## src/rtl/sweep_seq_pkg.sv

```systemverilog
package sweep_seq_pkg;
  // Decision taken when a frame closes
  typedef enum logic [1:0] {
    ACT_HOLD   = 2'd0,
    ACT_TOGGLE = 2'd1,
    ACT_HOME   = 2'd2
  } seq_act_e;
endpackage

```

## src/rtl/sweep_frame_track.sv

```systemverilog
module sweep_frame_track #(
  parameter int FULL_CLKS = 16,
  parameter int CNT_W     = 5
) (
  input  logic             clk,
  input  logic             rst_n,
  input  logic             cs_n,
  input  logic             sclk,
  input  logic             conv_done,
  output logic             open_edge,
  output logic             close_edge,
  output logic [CNT_W-1:0] clk_count,
  output logic             done_seen
);
  localparam logic [CNT_W-1:0] FULL_C = CNT_W'(FULL_CLKS);

  logic             cs_q, sclk_q;
  logic             sclk_rise;
  logic             cnt_full;
  logic [CNT_W-1:0] cnt_d;
  logic             done_d;
  logic             cnt_en, done_en;

  assign open_edge  = ~cs_n & cs_q;
  assign close_edge = cs_n & ~cs_q;
  assign sclk_rise  = sclk & ~sclk_q & ~cs_n;
  assign cnt_full   = (clk_count >= FULL_C);

  always_comb begin
    cnt_en = 1'b0;
    cnt_d  = clk_count;
    if (open_edge) begin
      cnt_en = 1'b1;
      cnt_d  = '0;
    end else if (sclk_rise && !cnt_full) begin
      cnt_en = 1'b1;
      cnt_d  = clk_count + 1'b1;
    end
  end

  always_comb begin
    done_en = 1'b0;
    done_d  = done_seen;
    if (open_edge) begin
      done_en = 1'b1;
      done_d  = 1'b0;
    end else if (!cs_n && conv_done && cnt_full) begin
      done_en = 1'b1;
      done_d  = 1'b1;
    end
  end

  always_ff @(posedge clk or negedge rst_n) begin
    if (!rst_n) begin
      cs_q   <= 1'b1;
      sclk_q <= 1'b0;
    end else begin
      cs_q   <= cs_n;
      sclk_q <= sclk;
    end
  end

  always_ff @(posedge clk or negedge rst_n) begin
    if (!rst_n) begin
      clk_count <= '0;
      done_seen <= 1'b0;
    end else begin
      if (cnt_en)  clk_count <= cnt_d;
      if (done_en) done_seen <= done_d;
    end
  end
endmodule

```

## src/rtl/sweep_judge.sv

```systemverilog
module sweep_judge
  import sweep_seq_pkg::*;
#(
  parameter int SHORT_MIN = 4,
  parameter int SHORT_MAX = 7,
  parameter int FULL_CLKS = 16,
  parameter int CNT_W     = 5
) (
  input  logic [CNT_W-1:0] clk_count,
  input  logic             done_seen,
  output seq_act_e         act,
  output logic             abort_req
);
  localparam logic [CNT_W-1:0] LO_C   = CNT_W'(SHORT_MIN);
  localparam logic [CNT_W-1:0] HI_C   = CNT_W'(SHORT_MAX);
  localparam logic [CNT_W-1:0] FULL_C = CNT_W'(FULL_CLKS);

  logic started, in_short;

  assign started  = (clk_count >= FULL_C);
  assign in_short = (clk_count >= LO_C) && (clk_count <= HI_C);

  always_comb begin
    act       = ACT_HOLD;
    abort_req = 1'b0;
    if (started && done_seen) begin
      act = ACT_TOGGLE;
    end else if (in_short) begin
      act = ACT_HOME;
    end else if (started) begin
      abort_req = 1'b1;
    end
  end
endmodule

```

## src/rtl/sweep_chan_state.sv

```systemverilog
module sweep_chan_state
  import sweep_seq_pkg::*;
(
  input  logic     clk,
  input  logic     rst_n,
  input  logic     open_edge,
  input  logic     close_edge,
  input  seq_act_e act,
  input  logic     abort_req,
  output logic     ch_sel,
  output logic     res_ch,
  output logic     res_valid,
  output logic     conv_abort
);
  logic sel_d, pend_ch, pend_vld, pend_ch_d, pend_vld_d;
  logic tag_ch_d, tag_vld_d, abort_d;

  always_comb begin
    sel_d      = ch_sel;
    pend_ch_d  = pend_ch;
    pend_vld_d = pend_vld;
    if (close_edge) begin
      pend_ch_d  = ch_sel;
      pend_vld_d = (act == ACT_TOGGLE);
      unique case (act)
        ACT_TOGGLE: sel_d = ~ch_sel;
        ACT_HOME:   sel_d = 1'b0;
        default:    sel_d = ch_sel;
      endcase
    end
    tag_ch_d  = open_edge ? pend_ch  : res_ch;
    tag_vld_d = open_edge ? pend_vld : res_valid;
    abort_d   = close_edge & abort_req;
  end

  always_ff @(posedge clk or negedge rst_n) begin
    if (!rst_n) begin
      ch_sel     <= 1'b0;
      pend_ch    <= 1'b0;
      pend_vld   <= 1'b0;
      res_ch     <= 1'b0;
      res_valid  <= 1'b0;
      conv_abort <= 1'b0;
    end else begin
      if (close_edge) begin
        ch_sel   <= sel_d;
        pend_ch  <= pend_ch_d;
        pend_vld <= pend_vld_d;
      end
      if (open_edge) begin
        res_ch    <= tag_ch_d;
        res_valid <= tag_vld_d;
      end
      conv_abort <= abort_d;
    end
  end
endmodule

```

## src/rtl/sweep_seq.sv

```systemverilog
module sweep_seq
  import sweep_seq_pkg::*;
#(
  parameter int SHORT_MIN = 4,
  parameter int SHORT_MAX = 7,
  parameter int FULL_CLKS = 16
) (
  input  logic clk,
  input  logic rst_n,
  input  logic cs_n,
  input  logic sclk,
  input  logic conv_done,
  output logic ch_sel,
  output logic res_ch,
  output logic res_valid,
  output logic conv_abort
);
  localparam int CNT_W = $clog2(FULL_CLKS + 1);

  logic             open_edge, close_edge, done_seen, abort_req;
  logic [CNT_W-1:0] clk_count;
  seq_act_e         act;

  sweep_frame_track #(.FULL_CLKS(FULL_CLKS), .CNT_W(CNT_W)) u_track (
    .clk(clk), .rst_n(rst_n), .cs_n(cs_n), .sclk(sclk), .conv_done(conv_done),
    .open_edge(open_edge), .close_edge(close_edge),
    .clk_count(clk_count), .done_seen(done_seen)
  );

  sweep_judge #(.SHORT_MIN(SHORT_MIN), .SHORT_MAX(SHORT_MAX),
                .FULL_CLKS(FULL_CLKS), .CNT_W(CNT_W)) u_judge (
    .clk_count(clk_count), .done_seen(done_seen),
    .act(act), .abort_req(abort_req)
  );

  sweep_chan_state u_state (
    .clk(clk), .rst_n(rst_n), .open_edge(open_edge), .close_edge(close_edge),
    .act(act), .abort_req(abort_req),
    .ch_sel(ch_sel), .res_ch(res_ch), .res_valid(res_valid),
    .conv_abort(conv_abort)
  );
endmodule

```

## config.mk

```make
export PLATFORM = sky130hd
export DESIGN_NAME = sweep_seq
export DESIGN_NICKNAME = d
export VERILOG_FILES = /design/src/rtl/sweep_seq_pkg.sv /design/src/rtl/sweep_frame_track.sv /design/src/rtl/sweep_judge.sv /design/src/rtl/sweep_chan_state.sv /design/src/rtl/sweep_seq.sv
export SDC_FILE = /design/constraint.sdc
export NUM_CORES = 1
export LEC_CHECK = 0
export ABC_AREA = 1
export BUFFER_PORTS_ARGS = -buffer_cell sky130_fd_sc_hd__buf_2
export CORE_MARGIN = 4
export CORE_UTILIZATION = 43
export CTS_BUF_LIST = sky130_fd_sc_hd__clkbuf_8
export DETAILED_ROUTE_END_ITERATION = 8
export PLACE_DENSITY = 0.62
export SYNTH_ARGS = -nofsm -noshare
export SYNTH_HDL_FRONTEND = slang
export SYNTH_SLANG_ARGS = --single-unit
```

## constraint.sdc

```tcl
create_clock -name clk -period 2.9 [get_ports clk]
set_input_delay 0.435 -clock clk [delete_from_list [all_inputs] [get_ports clk]]
set_output_delay 0.435 -clock clk [all_outputs]
set_load 0.05 [all_outputs]
```

# Word level (Yosys, flattened, before mapping)
# Index checks and enable logic that the tools add are counted.
# classes
n_lt_le_gt_ge	3
n_eq_ne	2
bitwise_logic	9
n_addsub	1
mux	14
reduce_logical	13
# op_table
cell	count
2-to-1 mux 5 bit	2
2-to-1 mux 1 bit	9
AND reduction 2 bit	3
nonzero test 2 bit	3
adder 5 x 1 -> 5 bit, second input constant	1
AND 1 bit	5
>= comparator 5 x 3 -> 1 bit, second input constant	1
>= comparator 5 bit, second input constant	1
less-or-equal comparator 5 x 3 -> 1 bit, second input constant	1
logical AND 1 bit	5
2-to-1 mux 2 bit	2
NOT 1 bit	4
equality test 2 x 1 -> 1 bit, second input constant	1
equality test 2 bit, second input constant	1
zero test 1 bit	2
one-hot mux 1 bit (2 select lines)	1
# word_totals
output_inout_bits	4
inputBits	5
register_bits	14
wordCells	52

# Logic depth before layout (Yosys ltp)
# depth
word_depth	7
depth_mapped	6
ltp_nobuf	6

# By module
# A second synthesis with hierarchy kept.
# hier_totals
cells_unflattened	82
area_unflattened_um2	689.4
# by_module_without_submodules
module	instances	cells_per_inst	area_per_inst_um2
sweep_frame_track	1	45	395.4
sweep_chan_state	1	30	265.3
sweep_judge	1	7	28.8

# Least setup slack after synthesis
# No wires, ideal clock.
# synth_path
kind	register -> output
start	reg u_state.ch_sel
end	out ch_sel
slack_ns	1.850
arrival_ns	0.615
n_path_buf	0
path_stages_with_launch	1
path_cell_list	dfrtp_1
# synth_rtl
item	line	source
start: declaration	sweep_chan_state.sv:10	output logic ch_sel,
start signal: assignment	sweep_chan_state.sv:46	ch_sel <= sel_d;
end: declaration	sweep_seq.sv:13	output logic ch_sel,
# No word-level cell between the ends.

# Final worst setup path
# layout_path
start	reg u_state.ch_sel
end	out ch_sel
# No word-level cell between the ends.

==> impl_summary.md <==
Floorplanning
The row count is 13. The chip height is 47.3 um. The width of the chip is 47.3 um.

The effective utilization at floorplan is 0.480. The number of I/O pins is 9. The floorplan step defined a die boundary enclosing 2230 sq um. The floorplan step defined a core boundary enclosing 1380 sq um.

Critical path
STA classifies the critical path startpoint as a register. The critical path buffer and inverter count is 1. The critical path in this run is classified as register to output port.

The worst setup path is captured at an output port. The worst register-to-register path begins at u_track.clk_count[0]. The data required time at the worst endpoint is 2.47 ns. The cell family contributing the most delay on the critical path is flip-flops.

The maximum cell stage delay along the critical path is 0.36 ns. Traced cell by cell, the critical path runs through buf_2. The worst endpoint data arrival time is 0.87 ns.

In this run the worst path has a maximum fanout of 3. The cell type of the slowest stage on the worst timing path is dfrtp_1. The worst setup path startpoint is u_state.ch_sel.

STA
The worst-case hold slack is 0.0704 ns. The setup TNS after final layout is 0 ns. The share of the cycle needed by the critical path after routing is 0.450. For this run, the top clock speed supported by timing is 0.767 GHz. Measured against its own limit, the worst slew margin works out to 0.801. The clock period minus worst slack is 1.30 ns. For the final database, setup skew stands at 0.000604 ns. The max-slew violation count came to 0.

The transition at the pin with the smallest max-transition slack is 0.299 ns. Setup repair after global routing left no endpoint under its margin. Setup violations remaining at the end of the flow were counted as 0. The number of failing hold endpoints at the final stage is 0.

CTS
The clock-pin slew of the registers on the worst-case setup and hold paths is 0.05 ns. The number of sinks driven by the clock tree is 14. The worst-case clock buffer depth is 2. The post-CTS setup-driven buffer insertion count is 0. The maximum level of the CTS H-tree is 1. The clock reaches the later pin of the worst-skew pair after 0.24 ns. TritonCTS built the clock tree. The cts-stage hold buffer count is 0.

In this run, CTS created clock tree buffers numbering 3. The root buffer cell chosen for the clock tree is clkbuf_8. Gates resized during post-CTS repair numbered 0.

Synthesis
The number of different library cells in the post-synthesis netlist is 19. The post-synth design cell area is 663 sq um. The average instance in the mapped netlist occupies 8.96 sq um.

The flip-flop and latch count after synthesis is 14. The number of warnings issued by yosys is 0. The instance count of the mapped netlist is 74.

The synthesized design contains 0 enable-type register cells. Counting every net in the synthesized netlist gives 81. The predominant post-synthesis flop cell is dfrtp_1.

For this run, the register share of the synthesized area comes to 0.530. After synthesis, the share of flip-flops with an asynchronous set or reset is 1.00.

GRT
Entering global routing, the biggest net connects 15 pins. In the global route stage, overall resource usage came out at 0.132. The first global-routing pass estimated 2030 um of wire.

The total overflow left after global routing is 0. The via count of the first global-routing pass is 471. The number of antenna violations at the first check in global routing is 0.

Route
After detailed routing, the number of remaining DRC violations is 0. The pre-antenna-repair detailed-routing pass consisted of 4 iterations. The count of nets left with antenna violations once routing finished came out at 0. The first-iteration detailed-routing DRC count is 5. For this block, the routed nets add up to 1050 um of wire. After detailed routing, the number of vias per cell comes to 4.77. The post-detailed-route wirelength per cell is 10.5 um. The total via count in the routed design is 477.

Job
The number of max-cap violations is 0.

Pwr
Across the VDD grid, the largest voltage drop is 0.000397 V. The areal power density over the cells is 543 nW/um^2. Summed over all cells, the static leakage comes to 0.000400 uW.

The completed layout was analyzed and its total power is 416 uW.

Finish
The final layout contains 93 nets. Fill cells in the final layout number 129. Of the cells placed in the final design, the portion with a size suffix greater than 1 is 0.271. 0 antenna diodes ended up in the layout. The area growth from synthesis to layout is 15.5%. The area of all placed cells without fillers is 766 sq um. Once layout is complete, the utilization of the core stands at 0.554.

Run status
The flow ran to the end, and the final reports show no timing, DRC or antenna violations.

Placement
The congestion estimate from routability-driven global placement came to 0.734. The final HPWL from detailed placement is 814 um. The number of I/O port buffers is 8. The placed instances occupy a cell area of 711 sq um.

Min path
The worst hold-check path type is input port to async pin.
power breakdown:
part / internal (uW) / switching [uW] / leakage [uW]
Sequential: 201 / 5.79 / 0.000189
Combinational: 7.94 / 17.1 / 0.000182
Clock: 120 / 64.3 / 0.0000288
Total: 329 / 87.2 / 0.000400
cell families after synthesis:
logic type / Yosys count / synth area share
adder cells (fa/ha/maj): 2 / 0.0377
buffers and inverters: 14 / 0.0906
AND/OR/NAND/NOR: 34 / 0.240
AO/OA/AOI/OAI: 10 / 0.102
flip-flops: 14 / 0.530
metal layers:
metal	GRT usage	share of wire	vias to the layer above
li1	-	-	258
met1	0.174	0.51	204
met2	0.190	0.40	12
met3	0.0575	0.069	3
met4	0.0497	0.018	0
met5	0	0	-
cells in the mapped netlist (2+ instances only):
| cell type | count | share of area |
|---|---|---|
| ha_1 | 2 | 0.038 |
| inv_2 | 2 | 0.011 |
| nand2_2 | 4 | 0.038 |
| nand4_1 | 4 | 0.038 |
| inv_1 | 11 | 0.062 |
| dfrtp_1 | 13 | 0.49 |
| o21ai_0 | 2 | 0.015 |
| nor2_1 | 5 | 0.028 |
| nand3_1 | 6 | 0.045 |
| a21oi_1 | 2 | 0.015 |
| o21bai_1 | 2 | 0.023 |
| o21ai_2 | 2 | 0.026 |
| nand2_1 | 13 | 0.074 |
cells in the final DEF, fill, tap and decap left out:
cell / netlist / final
a31oi_1: 1 / 1
nand4_1: 4 / 4
nand3_1: 6 / 6
inv_1: 11 / 11
buf_2: 0 / 8
a21oi_2: 1 / 1
nor2_2: 1 / 1
inv_2: 2 / 2
clkbuf_8: 0 / 4
ha_1: 2 / 2
nand2_1: 13 / 13
o21ai_0: 2 / 2
nor3_1: 1 / 1
dfstp_2: 1 / 1
nand2_2: 4 / 4
o21ai_2: 2 / 2
a21oi_1: 2 / 2
o21bai_1: 2 / 2
dfrtp_1: 13 / 13
nor2_1: 5 / 5
final timing paths:
| check | to | slack (ns) | cells past startpoint |
|---|---|---|---|
| max | ch_sel | 1.60 | 1 |
| min | u_state.res_valid | 0.07 | 1 |
| max reg2reg | u_state.ch_sel | 1.76 | 6 |
| min reg2reg | u_state.conv_abort | 0.46 | 1 |
| max in group asynchronous | u_track.cs_q | 2.55 | 1 |
| min in group clk | u_track.sclk_q | 0.31 | 1 |
stage by stage:
step,worst slack [ns],cells
finish,1.60,100
global route,1.53,100
CTS,1.58,100
detailed placement,1.74,96
global placement,1.74,96
floorplan,1.85,74
registers in the layout, summed over array words and instances, names as in the netlist:
| register | cells |
|---|---|
| u_state.ch_sel | 1 |
| u_state.conv_abort | 1 |
| u_state.pend_ch | 1 |
| u_state.pend_vld | 1 |
| u_state.res_ch | 1 |
| u_state.res_valid | 1 |
| u_track.clk_count | 5 |
| u_track.cs_q | 1 |
| u_track.done_seen | 1 |
| u_track.sclk_q | 1 |
final cells by class:
class	count	area [sq um]	area share
Multi-Input combinational cell	46	251	0.328
Inverter	13	48.8	0.0637
Sequential cell	14	352	0.459
Clock buffer	4	55.1	0.0719
Tap cell	15	18.8	0.0245
Timing Repair Buffer	8	40.0	0.0523
(Power assumes the default switching activity.)
